`src/rtl/sio_cfg_pkg.sv`:
```
package sio_cfg_pkg;
    localparam int BYTE_W = 8;
    localparam int BASE_W = 16;
    localparam int IRQ_W  = 4;
    localparam int DMA_W  = 3;

    localparam logic [BYTE_W-1:0] IDX_LDN     = 8'h07;
    localparam logic [BYTE_W-1:0] IDX_ID_HI   = 8'h20;
    localparam logic [BYTE_W-1:0] IDX_ID_LO   = 8'h21;
    localparam logic [BYTE_W-1:0] IDX_ACT     = 8'h30;
    localparam logic [BYTE_W-1:0] IDX_BASE_HI = 8'h60;
    localparam logic [BYTE_W-1:0] IDX_BASE_LO = 8'h61;
    localparam logic [BYTE_W-1:0] IDX_IRQ     = 8'h70;
    localparam logic [BYTE_W-1:0] IDX_DMA     = 8'h74;
    localparam logic [BYTE_W-1:0] IDX_OPT     = 8'hF0;

    typedef enum logic [2:0] {
        PM_SPP_BIDIR   = 3'd0,
        PM_EPP19_SPP   = 3'd1,
        PM_ECP         = 3'd2,
        PM_ECP_EPP19   = 3'd3,
        PM_SPP_ONLY    = 3'd4,
        PM_EPP17_SPP   = 3'd5,
        PM_RESERVED    = 3'd6,
        PM_ECP_EPP17   = 3'd7
    } port_mode_t;

    typedef struct packed {
        logic              act;
        logic [BASE_W-1:0] base;
        logic [IRQ_W-1:0]  irq;
        logic [DMA_W-1:0]  dma;
        logic [BYTE_W-1:0] opt;
    } par_regs_t;
endpackage

```
`src/rtl/sio_cfg_unlock.sv`:
```
module sio_cfg_unlock
    import sio_cfg_pkg::*;
#(
    parameter logic [BYTE_W-1:0] KEY  = 8'h87,
    parameter logic [BYTE_W-1:0] EXIT = 8'hAA
) (
    input  logic              clk,
    input  logic              rst_n,
    input  logic              wr,
    input  logic              sel,
    input  logic [BYTE_W-1:0] wdata,
    output logic              unlocked
);
    typedef struct packed {
        logic open;
        logic key_seen;
    } lock_st_t;

    lock_st_t st_d, st_q;

    always_comb begin
        st_d = st_q;
        if (wr) begin
            if (!st_q.open) begin
                if (!sel && wdata == KEY) begin
                    if (st_q.key_seen) begin
                        st_d.open     = 1'b1;
                        st_d.key_seen = 1'b0;
                    end else begin
                        st_d.key_seen = 1'b1;
                    end
                end else begin
                    st_d.key_seen = 1'b0;
                end
            end else if (!sel && wdata == EXIT) begin
                st_d.open     = 1'b0;
                st_d.key_seen = 1'b0;
            end
        end
    end

    always_ff @(posedge clk or negedge rst_n) begin
        if (!rst_n) st_q <= '0;
        else        st_q <= st_d;
    end

    assign unlocked = st_q.open;
endmodule

```
`src/rtl/sio_cfg_regs.sv`:
```
module sio_cfg_regs
    import sio_cfg_pkg::*;
#(
    parameter logic [BYTE_W-1:0] PAR_LDN  = 8'h01,
    parameter logic [BYTE_W-1:0] DEV_ID   = 8'h52,
    parameter logic [BYTE_W-1:0] DEV_REV  = 8'h7A,
    parameter logic [BASE_W-1:0] RST_BASE = 16'h0378,
    parameter logic [IRQ_W-1:0]  RST_IRQ  = 4'd7,
    parameter logic [DMA_W-1:0]  RST_DMA  = 3'd4,
    parameter logic [BYTE_W-1:0] RST_OPT  = 8'h00
) (
    input  logic              clk,
    input  logic              rst_n,
    input  logic              unlocked,
    input  logic              wr,
    input  logic              sel,
    input  logic [BYTE_W-1:0] wdata,
    output logic [BYTE_W-1:0] rdata,
    output par_regs_t         regs
);
    localparam int BPAD = BYTE_W - BASE_W / 2;
    localparam int IPAD = BYTE_W - IRQ_W;
    localparam int DPAD = BYTE_W - DMA_W;
    localparam logic [BYTE_W-1:0] NO_DEV = '1;

    typedef struct packed {
        logic [BYTE_W-1:0] index;
        logic [BYTE_W-1:0] ldn;
        par_regs_t         par;
    } rf_st_t;

    rf_st_t st_d, st_q;
    logic   dev_sel;
    logic   dev_idx;

    assign dev_sel = (st_q.ldn == PAR_LDN);

    always_comb begin
        unique case (st_q.index)
            IDX_ACT, IDX_BASE_HI, IDX_BASE_LO,
            IDX_IRQ, IDX_DMA, IDX_OPT: dev_idx = 1'b1;
            default:                   dev_idx = 1'b0;
        endcase
    end

    always_comb begin
        st_d = st_q;
        if (unlocked && wr) begin
            if (!sel) begin
                st_d.index = wdata;
            end else if (st_q.index == IDX_LDN) begin
                st_d.ldn = wdata;
            end else if (dev_sel) begin
                unique case (st_q.index)
                    IDX_ACT:     st_d.par.act = wdata[0];
                    IDX_BASE_HI: st_d.par.base[BASE_W-1:BASE_W/2] = wdata[BASE_W/2-1:0];
                    IDX_BASE_LO: st_d.par.base[BASE_W/2-1:0] = wdata[BASE_W/2-1:0];
                    IDX_IRQ:     st_d.par.irq = wdata[IRQ_W-1:0];
                    IDX_DMA:     st_d.par.dma = wdata[DMA_W-1:0];
                    IDX_OPT:     st_d.par.opt = wdata;
                    default:     st_d = st_q;
                endcase
            end
        end
    end

    always_ff @(posedge clk or negedge rst_n) begin
        if (!rst_n) begin
            st_q.index    <= '0;
            st_q.ldn      <= '0;
            st_q.par.act  <= 1'b0;
            st_q.par.base <= RST_BASE;
            st_q.par.irq  <= RST_IRQ;
            st_q.par.dma  <= RST_DMA;
            st_q.par.opt  <= RST_OPT;
        end else begin
            st_q <= st_d;
        end
    end

    always_comb begin
        if (!unlocked) begin
            rdata = NO_DEV;
        end else if (!sel) begin
            rdata = st_q.index;
        end else if (dev_idx && !dev_sel) begin
            rdata = NO_DEV;
        end else begin
            unique case (st_q.index)
                IDX_LDN:     rdata = st_q.ldn;
                IDX_ID_HI:   rdata = DEV_ID;
                IDX_ID_LO:   rdata = DEV_REV;
                IDX_ACT:     rdata = {{(BYTE_W-1){1'b0}}, st_q.par.act};
                IDX_BASE_HI: rdata = {{BPAD{1'b0}}, st_q.par.base[BASE_W-1:BASE_W/2]};
                IDX_BASE_LO: rdata = {{BPAD{1'b0}}, st_q.par.base[BASE_W/2-1:0]};
                IDX_IRQ:     rdata = {{IPAD{1'b0}}, st_q.par.irq};
                IDX_DMA:     rdata = {{DPAD{1'b0}}, st_q.par.dma};
                IDX_OPT:     rdata = st_q.par.opt;
                default:     rdata = '0;
            endcase
        end
    end

    assign regs = st_q.par;
endmodule

```
`src/rtl/sio_cfg_decode.sv`:
```
module sio_cfg_decode
    import sio_cfg_pkg::*;
(
    input  par_regs_t         regs,
    output logic              active,
    output logic [BASE_W-1:0] base,
    output logic [IRQ_W-1:0]  irq,
    output logic              dma_en,
    output logic [1:0]        dma_ch,
    output logic [2:0]        mode,
    output logic [3:0]        fifo_thr,
    output logic              irq_follow_ack
);
    localparam logic [DMA_W-1:0] DMA_MAX = 3'd3;

    port_mode_t pm;

    always_comb begin
        pm             = port_mode_t'(regs.opt[2:0]);
        active         = regs.act;
        base           = regs.base;
        irq            = regs.irq;
        dma_en         = (regs.dma <= DMA_MAX);
        dma_ch         = regs.dma[1:0];
        mode           = pm;
        fifo_thr       = regs.opt[6:3];
        irq_follow_ack = regs.opt[7];
    end
endmodule

```
`src/rtl/sio_cfg_port.sv`:
```
module sio_cfg_port
    import sio_cfg_pkg::*;
#(
    parameter logic [7:0]  KEY      = 8'h87,
    parameter logic [7:0]  EXIT     = 8'hAA,
    parameter logic [7:0]  PAR_LDN  = 8'h01,
    parameter logic [7:0]  DEV_ID   = 8'h52,
    parameter logic [7:0]  DEV_REV  = 8'h7A,
    parameter logic [15:0] RST_BASE = 16'h0378,
    parameter logic [3:0]  RST_IRQ  = 4'd7,
    parameter logic [2:0]  RST_DMA  = 3'd4,
    parameter logic [7:0]  RST_OPT  = 8'h00
) (
    input  logic        clk,
    input  logic        rst_n,
    input  logic        bus_wr,
    input  logic        bus_sel,
    input  logic [7:0]  bus_wdata,
    output logic [7:0]  bus_rdata,
    output logic        cfg_mode_on,
    output logic        cfg_active,
    output logic [15:0] cfg_base,
    output logic [3:0]  cfg_irq,
    output logic        cfg_dma_en,
    output logic [1:0]  cfg_dma_ch,
    output logic [2:0]  cfg_port_mode,
    output logic [3:0]  cfg_fifo_thr,
    output logic        cfg_irq_follow_ack
);
    par_regs_t par;
    logic      unlocked;

    sio_cfg_unlock #(.KEY(KEY), .EXIT(EXIT)) u_unlock (
        .clk      (clk),
        .rst_n    (rst_n),
        .wr       (bus_wr),
        .sel      (bus_sel),
        .wdata    (bus_wdata),
        .unlocked (unlocked)
    );

    sio_cfg_regs #(
        .PAR_LDN (PAR_LDN), .DEV_ID (DEV_ID), .DEV_REV (DEV_REV),
        .RST_BASE(RST_BASE), .RST_IRQ(RST_IRQ), .RST_DMA(RST_DMA),
        .RST_OPT (RST_OPT)
    ) u_regs (
        .clk      (clk),
        .rst_n    (rst_n),
        .unlocked (unlocked),
        .wr       (bus_wr),
        .sel      (bus_sel),
        .wdata    (bus_wdata),
        .rdata    (bus_rdata),
        .regs     (par)
    );

    sio_cfg_decode u_decode (
        .regs           (par),
        .active         (cfg_active),
        .base           (cfg_base),
        .irq            (cfg_irq),
        .dma_en         (cfg_dma_en),
        .dma_ch         (cfg_dma_ch),
        .mode           (cfg_port_mode),
        .fifo_thr       (cfg_fifo_thr),
        .irq_follow_ack (cfg_irq_follow_ack)
    );

    assign cfg_mode_on = unlocked;
endmodule

```
`config.mk`:
```
export PLATFORM = sky130hd
export DESIGN_NAME = sio_cfg_port
export DESIGN_NICKNAME = d
export VERILOG_FILES = /design/src/rtl/sio_cfg_pkg.sv /design/src/rtl/sio_cfg_unlock.sv /design/src/rtl/sio_cfg_regs.sv /design/src/rtl/sio_cfg_decode.sv /design/src/rtl/sio_cfg_port.sv
export SDC_FILE = /design/constraint.sdc
export NUM_CORES = 1
export LEC_CHECK = 0
export BUFFER_PORTS_ARGS = -buffer_cell sky130_fd_sc_hd__buf_4
export CAP_MARGIN = 20
export CORE_MARGIN = 5
export CORE_UTILIZATION = 40
export DETAILED_ROUTE_END_ITERATION = 7
export GPL_TIMING_DRIVEN = 0
export PLACE_DENSITY = 0.57
export SYNTH_ARGS = -nofsm -noshare
export SYNTH_HDL_FRONTEND = slang
export SYNTH_HIERARCHICAL = 1
export SYNTH_SLANG_ARGS = --single-unit
```
`constraint.sdc`:
```
create_clock -name clk -period 2.62 [get_ports clk]
set_clock_uncertainty 0.1 [all_clocks]
set_input_delay 0.524 -clock clk [delete_from_list [all_inputs] [get_ports clk]]
set_output_delay 0.524 -clock clk [all_outputs]
set_load 0.05 [all_outputs]
```
## Yosys cells after proc, flatten, opt, wreduce, memory -nomap -nowiden

Cells that the tools add are included.

| storage, ports and cells | value |
|---|---|
| flip-flop bits (word level) | 50 |
| output and inout port bits | 41 |
| word-level logic and storage cells | 56 |

| cells by class | value |
|---|---|
| $lt $le $gt $ge | 1 |
| equal/unequal tests | 13 |
| muxes and demuxes | 14 |
| bitwise operators | 2 |
| reductions and logical operators | 16 |

Operator list:

| kind | number |
|---|---|
| one-hot mux 8 bit (9 select lines) | 1 |
| 2-to-1 mux 8 bit | 6 |
| == test 8 x 7 -> 1 bit, second input constant | 4 |
| AND reduction 5 bit | 6 |
| == test 8 x 6 -> 1 bit, second input constant | 3 |
| == test 8 bit, second input constant | 3 |
| == test 8 x 1 -> 1 bit, second input constant | 1 |
| == test 8 x 3 -> 1 bit, second input constant | 1 |
| OR reduction 6 bit | 1 |
| 2-to-1 mux 1 bit | 5 |
| logical AND 1 bit | 4 |
| 2-to-1 mux 2 bit | 2 |
| AND reduction 2 bit | 2 |
| less-or-equal comparator 3 x 2 -> 1 bit, second input constant | 1 |
| AND reduction 3 bit | 1 |
| zero test 1 bit | 2 |
| inequality test 2 bit, second input constant | 1 |
| inverter 1 bit | 2 |

## Logic depth before layout (Yosys ltp)

Gate-level depths: netlist of run 1.

| depth | value |
|---|---|
| word-level depth | 7 |
| gate-level depth with buffers | 7 |
| depth with buffers taken out | 5 |

## Hierarchy

Netlist of run 1, hierarchy kept.

Modules (own cells, without submodules):

| module | times used | cells an instance | area each (µm²) | seq. area each (µm²) |
|---|---|---|---|---|
| sio_cfg_regs | 1 | 229 | 2688.8 | 1213.7 |
| sio_cfg_decode | 1 | 32 | 236.5 | 0.0 |
| sio_cfg_unlock | 1 | 13 | 137.6 | 50.0 |

## Worst setup path before layout of run 1

Ideal clock, no wire load.

| path | value |
|---|---|
| path kind | flip-flop to output port |
| start | reg u_regs/st_q[46] (netlist name) |
| end | out bus_rdata[0] |
| arrival time | 2.285 ns |
| setup slack | -0.289 ns |
| cell stages (with the launch flop) | 6 |
| path buffers | 1 |
| cells stage by stage | dfrtp_1 clkbuf_1 nor4b_1 o31a_1 o31ai_1 o221ai_1 |

| on the way | value |
|---|---|
| cells in the longest elaborated chain, start to end | 7 |
| elaborated cells on any way between the ends | 16 |
| those cells by class | eq/ne: 9; mux: 5; reduce/logical: 2 |

Ends and longest elaborated chain:

| element | RTL line | text |
|---|---|---|
| start, declared | sio_cfg_regs.sv:32 | `rf_st_t st_d, st_q;` |
| start signal, assigned | sio_cfg_regs.sv:77 | `st_q <= st_d;` |
| == test 8 x 6 -> 1 bit (tied with other cells) | sio_cfg_regs.sv:39, sio_cfg_regs.sv:89 |  |
| OR reduction 6 bit | sio_cfg_regs.sv:39 | `unique case (st_q.index)` |
| 2-to-1 mux 1 bit | sio_cfg_regs.sv:39 |  |
| logical AND 1 bit | sio_cfg_regs.sv:86 | `end else if (dev_idx && !dev_sel) begin` |
| 2-to-1 mux 8 bit * | sio_cfg_regs.sv:86 |  |
| 2-to-1 mux 8 bit * | sio_cfg_regs.sv:84 | `end else if (!sel) begin` |
| 2-to-1 mux 8 bit * | sio_cfg_regs.sv:82 | `if (!unlocked) begin` |
| end, declared | sio_cfg_port.sv:19 | `output logic [7:0] bus_rdata,` |

Mark *: on every way between the ends. The rest lies on a longest branch, timed or not.

## Final worst setup path of run 1

| path | value |
|---|---|
| start | reg u_regs/st_q[42] (netlist name) |
| end | out bus_rdata[6] |

The elaborated chain is that of the path after synthesis.

==> results of run 1 <==
synthesized netlist by cell type, drive strengths merged:
cell     count
nand4        3
nand3        4
nor3b        2
a31oi        1
o2111ai      1
nor4bb       3
nand2b       2
mux2i        6
o22ai        1
o31a         1
nor2b        1
buf         66
and3         3
clkbuf       5
mux2        50
a22o         3
nand2        7
o211ai       1
and4         1
nor2         7
and4bb       1
inv         12
o221ai       6
a32oi        1
nor4b        3
o31ai        1
a2111oi      1
nor4         4
dfstp       10
a221oi       4
nand3b       1
a21oi        8
a211oi       4
nor3         5
and3b        1
o2bb2ai      3
dfrtp       40
or3          1
flip-flops by register name (all words and copies together) (netlist names):
register / count
u_regs/regs: 32
u_regs/st_q: 16
u_unlock/st_q: 1
u_unlock/unlocked: 1
per-layer routing:
metal | up-vias | GRT usage | part of all wire
met3 | 13 | 0.0316 | 0.047
met2 | 63 | 0.269 | 0.49
met5 | - | 0 | 0
li1 | 1100 | - | -
met4 | 0 | 0.0575 | 0.022
met1 | 1147 | 0.224 | 0.44
layout make-up:
class                      instances  area, um2
buffer                            71        553
sequential                        50       1270
inverter                          12       50.0
fill                             683       3400
clock buffer                       5       68.8
clock inverter                     3       43.8
tap                              102        128
timing repair buffer              74        629
multi-input combinational        141       1460
power groups by stage:
stage | Sequential, uW | Clock (uW) | Combinational (uW)
floorplan | 791 | 0 | 24.6
global placement | 792 | 0 | 75.1
detailed placement | 792 | 0 | 75.4
CTS | 778 | 576 | 82.1
global route | 779 | 604 | 93.0
finish | 778 | 552 | 84.8
worst min path at each step:
stage / startpoint / endpoint / slack (ns) / depth (start not counted)
after global routing: rst_n / u_regs/st_q[34]$_DFFE_PN0P_ / 0.18 / 1
after global placement: u_unlock/st_q[0]$_DFFE_PN0P_ / u_unlock/unlocked$_DFFE_PN0P_ / 0.38 / 1
after floorplan: rst_n / u_regs/regs[0]$_DFFE_PN0P_ / 0.13 / 0
final: rst_n / u_regs/st_q[34]$_DFFE_PN0P_ / 0.14 / 1
after detailed placement: u_unlock/st_q[0]$_DFFE_PN0P_ / u_unlock/unlocked$_DFFE_PN0P_ / 0.41 / 1
after CTS: rst_n / u_regs/st_q[35]$_DFFE_PN0P_ / 0.15 / 1
stage by stage:
step                power (uW)  instances  hold slack [ns]  TNS (ns)
floorplan                  816        274            0.128   -0.0611
global placement           867        428            0.382     -3.17
global route              1480        458            0.178     -2.78
CTS                       1440        452            0.155     -1.68
finish                    1420        458            0.136     -1.86
detailed placement         867        428            0.408     -2.86
repair_timing:
action                     4_1_cts  5_1_grt
setup endpoints to repair       32       27
resized for setup               29       13
pin swaps                        9        7
buffers inserted                16        6
cells by family after synthesis:
group                  Yosys count
AO/OA/AOI/OAI                   36
buffers and inverters           83
flip-flops                      50
multiplexers                    56
AND/OR/NAND/NOR                 49
==> flow_summary.toml, run 1 <==
[placed_design]
dpl.hpwl_um = 5450
io_buffers = 52
pre_cts_ws_ns = -0.233
postPlaceCellArea_um2 = 3720
gp_congestion = 0.831

[global_routing]
track_usage = 0.167
grt_overflow = 0
grt_max_degree = 51
grt_pass1_wl_um = 12600
grt_pass1_vias = 2361
antenna_found_initial = 0

[flow_run]
max-cap-violations = 0

[clock_network]
clk_pin_slew_ns = 0.09
clkLatencyLatePin_ns = 0.31
cts_buffer_depth = 2
root_buffer = "clkbuf_8"
htree_levels = 2
cts_sinks = 50
cts_buffers = 5
tritoncts = "built"
hold_buffers = 0

[worst_setup_path]
critical_path.startpoint = "u_regs/st_q[42]$_DFFE_PN0P_"
end_kind = "output port"
crit_buf_inv = 2
crit_path_start_kind = "flop"
slowest_stage = "dfrtp_2"
required_ns = 2.00
worst_r2r_path_depth = 8
cp_max_fo = 6
cp.depth = 7
path_cells = "buf_4 -> nor4bb_4 -> nand2_2 -> nor2_4 -> a221oi_1 -> o221ai_2 -> buf_6"
r2r_slack_ns = 0.07
r2r-start = "u_regs/st_q[41]$_DFFE_PN0P_"
crit_type = "reg -> out"
arrival_ns = 2.25
slowest_delay_ns = 0.48
r2r_end = "u_regs/regs[7]$_DFFE_PN0P_"
endpoint = "bus_rdata[6]"
critPathTopFamily = "simple AND/OR/NAND/NOR gates"

[die]
floorplan.initialDensity = 0.403
die_area_um2 = 9510
core_area_um2 = 7610
io_pins = 53
std_cell_rows = 32
die_x_um = 97.5
die_y_um = 97.5

[drt]
drc = 0
vias = 2323
antenna_left = 0
wl_per_cell_um = 17.1
drtIter0Drc = 87
drt_wl_total_um = 7820
first_pass_iters = 4
via_per_inst = 5.07

[sta]
finalMaxSlewViolations = 0
layout_min_cycle_time_ns = 2.87
relSlewSlack = 0.427
min_period_over_period = 1.10
finalSetupViolCount = 8
setup_ws_ns = -0.254
finalHoldViolations = 0
rsz0062_at_grt = "true"
tightestPinTransition_ns = 0.860
fmax_ghz = 0.348

[logic_synthesis]
yosys-top-cells-area = "dfrtp_1, mux2_2, buf_4, dfstp_2, mux2i_1"
synth_xor_area_frac = 0
ys_warn_count = 6
yosysUniqueCellTypes = 43
synth_area_per_cell_um2 = 11.2
synth_top_family_by_area = "multiplexers"
synth_mux_area_frac = 0.203
synthCells = 274
ys_ff_latch = 50
syn_nets = 286
synthAdderAreaFrac = 0
synth_area_um2 = 3060
synth-seq-area-share = 0.413
synth_compound_area_frac = 0.0891
synth_top_cell_by_area = "dfrtp_1"
synth-simple-area-share = 0.114
yosys.area.top_type_share = 0.327

[pwr]
netSwitchingPower_uw = 324
vdd_drop_max_mv = 0.170
share_clk_of_total_power = 0.390
cellLeakagePower_uw = 0.00197
swShare = 0.229
seqPwrFrac = 0.550
internal_power_uw = 1090
power_density_nw_per_um2 = 336
pwr-share-comb = 0.060

[cells_and_area]
final_common_cell = "buf_4"
fin_area_um2 = 4210
drive_above_1_share = 0.688
diodes = 0
nNetsFinal = 367
mostFrequentLayoutCells = "buf_4, mux2_2, dfrtp_1"
utilization = 0.553
syn2layout_area_growth_pct = 37.3

[status]
failed_checks = "negative setup slack"
status = "finished with violations"

[hold_path]
hold_path.class = "in -> async"
No activity file was read; power rests on OpenSTA's default activity.
==> run 2: changes to the inputs <==
Settings changed: CORE_ASPECT_RATIO from default to 0.9, PLACE_DENSITY 0.57 to 0.58, SYNTH_HIERARCHICAL 1 to default.
Clock period 2.62 ns to 3.1 ns, I/O delays scaled along.
==> flow_summary.toml, run 2 <==
[status]
status = "finished with violations"
failed_checks = "negative setup slack"

[drt]
drt-met1-wl_um = 3750
antenna_left = 0
drc = 0
drtIter0Drc = 180
via_per_inst = 5.40
drt_wl_total_um = 7670
wl_met3_um = 543
highest_layer = "met4"
dr_wl_met2_um = 3280
vias = 2192
first_pass_iters = 4
wl_per_cell_um = 18.9

[sta]
fmax_ghz = 0.322
finalHoldViolations = 0
setup_ws_ns = -0.0103
layout_min_cycle_time_ns = 3.11
rsz0062_at_grt = "true"
finalMaxSlewViolations = 0
finalSetupViolCount = 1
relSlewSlack = 0.569
tightestPinTransition_ns = 0.646
min_period_over_period = 1.00

[cells_and_area]
largest_reg_flops = 32
top_regs = "u_regs.regs x32, u_regs.st_q x16"
drive_above_1_share = 0.537
mostFrequentLayoutCells = "buf_4, dfrtp_1, mux2_2"
diodes = 0
final_common_cell = "buf_4"
utilization = 0.522
syn2layout_area_growth_pct = 28.4
max_flop_register = "u_regs.regs"
nNetsFinal = 324
fin_area_um2 = 3660

[logic_synthesis]
synth_edf_count = 0
ys_ff_latch = 50
synth_ff_type = "dfrtp_1"
yosysUniqueCellTypes = 52
ys_warn_count = 0
synth-seq-area-share = 0.444
synth_top_cell_by_area = "dfrtp_1"
synth_area_per_cell_um2 = 11.4
yosys.area.top_type_share = 0.351
syn_nets = 261
synthAdderAreaFrac = 0
synth.top_cells.by_count = "dfrtp_1, buf_4, mux2_2"
synth_compound_area_frac = 0.0993
synth-simple-area-share = 0.117
synth_area_um2 = 2850
synth_top_family_by_area = "multiplexers"
yosys-top-cells-area = "dfrtp_1, mux2_2, dfstp_2, mux2_1, buf_4"
ys_async_sr_fraction = 1.00
yosysMostFrequentCell = "dfrtp_1"
synthCells = 249
synth_xor_area_frac = 0
synth_mux_area_frac = 0.231

[global_routing]
grt_pass1_wl_um = 12200
grt_max_degree = 51
antenna_found_initial = 0
grt_overflow = 0
track_usage = 0.174
grt_pass1_vias = 2192

[clock_network]
cts_sinks = 50
clkLatencyLatePin_ns = 0.31
root_buffer = "clkbuf_8"
htree_levels = 2
clk_pin_slew_ns = 0.10
cts_buffers = 5
tritoncts = "built"
cts_buffer_depth = 2

[die]
io_pins = 53
std_cell_rows = 29
die_area_um2 = 8910
die_x_um = 99.0
core_area_um2 = 7000
floorplan.initialDensity = 0.407
die_y_um = 90.1

[placed_design]
gp_congestion = 0.901
io_buffers = 50
dpl.hpwl_um = 5460
pre_cts_ws_ns = -0.0107
postPlaceCellArea_um2 = 3350

[worst_setup_path]
crit_type = "reg -> out"
arrival_ns = 2.39
crit_path_start_kind = "flop"
end_kind = "output port"
required_ns = 2.38
cp_max_fo = 6

[pwr]
vdd_drop_max_mv = 0.227
power_density_nw_per_um2 = 320
cellLeakagePower_uw = 0.00169
power_uw = 1170

[flow_run]
max-cap-violations = 0

[hold_path]
hold_path.class = "in -> async"
==> run 2: cell types whose count changed in the layout (fill, tap and decap cells not counted), moves of 4 or more <==
cell,previous run,this run
buf_4,123,84
buf_6,14,4
mux2_1,1,21
mux2_2,49,24
mux2_4,0,4
nor4b_1,1,5
==> run 2: final cells by class <==
class,instances,area [um2]
fill,654,3340
multi-input combinational,148,1410
sequential,50,1270
timing repair buffer,58,447
buffer,39,273
tap,93,116
clock buffer,6,72.6
clock inverter,2,37.5
inverter,10,37.5
==> run 2: kinds of logic after synthesis <==
family          Yosys count
compound gates           39
buf+inv                  51
flops                    50
mux                      58
simple gates             51
==> run 2: worst paths after layout <==
kind | slack (ns) | cells after the start | start | end
worst min-delay path | 0.22 | 1 | rst_n | u_regs.regs[0]$_DFFE_PN0P_
worst max register to register | 0.41 | 6 | u_regs.st_q[37]$_DFFE_PN0P_ | u_regs.regs[14]$_DFFE_PN0P_
min in group clk | 0.41 | 1 | u_unlock.st_q[0]$_DFFE_PN0P_ | u_unlock.st_q[0]$_DFFE_PN0P_
worst min register to register | 0.41 | 1 | u_unlock.st_q[0]$_DFFE_PN0P_ | u_unlock.st_q[0]$_DFFE_PN0P_
worst max-delay path | -0.01 | 6 | u_regs.st_q[43]$_DFFE_PN0P_ | bus_rdata[4]
max in group asynchronous | 2.20 | 1 | rst_n | u_regs.st_q[47]$_DFFE_PN0P_
==> run 2: critical path, stage by stage, from the launching register on <==
cell and delay, ns:
dfrtp_2 0.44, or4b_4 0.63, nor3_4 0.26, a21boi_2 0.23, a221oi_1 0.08, o221ai_1 0.20
buf_4 0.24
==> run 2: through the flow <==
step / hold slack [ns] / setup TNS, ns / instances
CTS: 0.256 / 0 / 400
global route: 0.291 / -0.268 / 406
global placement: 0.375 / -0.140 / 392
finish: 0.220 / -0.0103 / 406
detailed placement: 0.393 / -0.0107 / 392
floorplan: 0.224 / -0.230 / 249
==> run 2: routing by layer <==
metal / up-vias / global-route usage
met1: 1087 / 0.268
li1: 1015 / -
met2: 81 / 0.251
met3: 9 / 0.0348
met5: - / 0
met4: 0 / 0.0375
==> run 2: power breakdown <==
| group | internal, uW | total [uW] | switching (uW) | leakage (uW) |
|---|---|---|---|---|
| Sequential | 652 | 653 | 0.124 | 0.000656 |
| Combinational | 11.0 | 44.8 | 33.7 | 0.000981 |
| Clock | 241 | 473 | 232 | 0.0000514 |
==> run 2: repair_timing <==
| item | CTS | global route |
|---|---|---|
| setup buffers | 2 | 6 |
| gates resized for setup | 17 | 22 |
| pin swaps | 3 | 8 |
| hold buffers | 0 | 0 |
| endpoints found under the setup margin | 8 | 8 |
==> run 3: changes to the inputs <==
Settings changed: PLACE_DENSITY 0.58 to 0.6.
Clock period 3.1 ns to 2.56 ns, I/O delays scaled along.
==> flow_summary.toml, run 3 (synthesis results as in run 2) <==
[status]
status = "finished with violations"
failed_checks = "negative setup slack"

[placed_design]
gp_congestion = 0.923
dpl.hpwl_um = 5300
postPlaceCellArea_um2 = 3410
io_buffers = 50

[die]
io_pins = 53
core_area_um2 = 7000
std_cell_rows = 29
die_y_um = 90.1
floorplan.initialDensity = 0.407
die_area_um2 = 8910
die_x_um = 99.0

[drt]
first_pass_iters = 4
drc = 0
wl_per_cell_um = 18.6
drt_wl_total_um = 7760
drtIter0Drc = 121
vias = 2238
via_per_inst = 5.38
antenna_left = 0

[sta]
tightestPinTransition_ns = 0.639
finalSetupViolCount = 8
min_period_over_period = 1.18
finalMaxSlewViolations = 0
fmax_ghz = 0.332
setup_ws_ns = -0.451
tns_ns = -3.19
rsz0062_at_grt = "true"
relSlewSlack = 0.574
finalHoldViolations = 0
layout_min_cycle_time_ns = 3.01
hold_ws_ns = 0.120

[cells_and_area]
syn2layout_area_growth_pct = 32.7
final_common_cell = "buf_4"
nNetsFinal = 334
diodes = 0
drive_above_1_share = 0.554
max_flop_register = "u_regs.regs"
mostFrequentLayoutCells = "buf_4, dfrtp_1, mux2_2"
largest_reg_flops = 32
fin_area_um2 = 3780
utilization = 0.540
top_regs = "u_regs.regs x32, u_regs.st_q x16"

[pwr]
power_uw = 1300
vdd_drop_max_mv = 0.268
power_density_nw_per_um2 = 345
cellLeakagePower_uw = 0.00175

[worst_setup_path]
crit_path_start_kind = "flop"
crit_type = "reg -> out"
cp_max_fo = 8
arrival_ns = 2.40
required_ns = 1.95
end_kind = "output port"

[global_routing]
grt_pass1_wl_um = 12200
grt_overflow = 0
grt_pass1_vias = 2212
track_usage = 0.172
grt_max_degree = 51
antenna_found_initial = 0

[clock_network]
cts_buffer_depth = 2
htree_levels = 2
root_buffer = "clkbuf_8"
hold_buffers = 0
clkLatencyLatePin_ns = 0.31
cts_buffers = 5
cts_sinks = 50
clk_pin_slew_ns = 0.09
tritoncts = "built"

[hold_path]
hold_path.class = "in -> async"

[flow_run]
max-cap-violations = 0
## run 3: cell count changes in the layout (fill, tap and decap cells not counted), sizes merged
cell	delta
bufinv	-1
clkinvlp	-1
clkbuf	+3
buf	+9
## run 3: per-stage QoR
step / std cells / worst slack (ns)
5_1_grt: 416 / -0.540
3_3_place_gp: 392 / -0.447
3_5_place_dp: 392 / -0.388
4_1_cts: 406 / -0.429
2_1_floorplan: 249 / -0.285
6_report: 416 / -0.451
## run 3: layer usage
| metal | track usage | vias up | share of wire |
|---|---|---|---|
| met3 | 0.0372 | 12 | 0.064 |
| met1 | 0.256 | 1111 | 0.48 |
| met4 | 0.0489 | 0 | 0.013 |
| met2 | 0.249 | 71 | 0.45 |
| li1 | - | 1044 | - |
| met5 | 0 | - | 0 |
## run 3: worst paths after layout
| kind | slack [ns] | end | cells past startpoint | startpoint |
|---|---|---|---|---|
| setup / recovery | -0.45 | bus_rdata[7] | 6 | u_regs.st_q[42]$_DFFE_PN0P_ |
| hold / removal | 0.12 | u_regs.st_q[45]$_DFFE_PN0P_ | 1 | rst_n |
| setup reg to reg | 0.03 | u_regs.regs[14]$_DFFE_PN0P_ | 6 | u_regs.st_q[44]$_DFFE_PN0P_ |
| hold reg to reg | 0.39 | u_unlock.st_q[0]$_DFFE_PN0P_ | 1 | u_unlock.st_q[0]$_DFFE_PN0P_ |
| max in group asynchronous | 1.79 | u_regs.st_q[41]$_DFFE_PN0P_ | 1 | rst_n |
| min in group clk | 0.32 | u_unlock.unlocked$_DFFE_PN0P_ | 2 | bus_wr |
## run 3: critical path: stages (launching register included)
cell	delay [ns]
dfrtp_1	0.41
or4b_4	0.56
buf_8	0.16
o21ai_4	0.24
o31ai_4	0.17
o211ai_1	0.29
buf_4	0.24
## run 3: power breakdown
part | internal (uW) | switching [uW] | total [uW]
clock network | 195 | 266 | 461
registers | 790 | 0.153 | 790
logic | 13.4 | 39.6 | 53.0
## run 3: what timing repair did
| action | CTS | global route |
|---|---|---|
| pin swaps | 8 | 8 |
| setup buffers | 7 | 10 |
| setup endpoints to repair | 24 | 36 |
| resized for setup | 26 | 14 |
## run 3: final cells by class
type | count | area (um2)
Inverter | 10 | 37.5
Multi-Input combinational cell | 148 | 1440
Timing Repair Buffer | 67 | 542
Fill cell | 619 | 3220
Sequential cell | 50 | 1270
Buffer | 40 | 297
Clock buffer | 8 | 80.1
Tap cell | 93 | 116
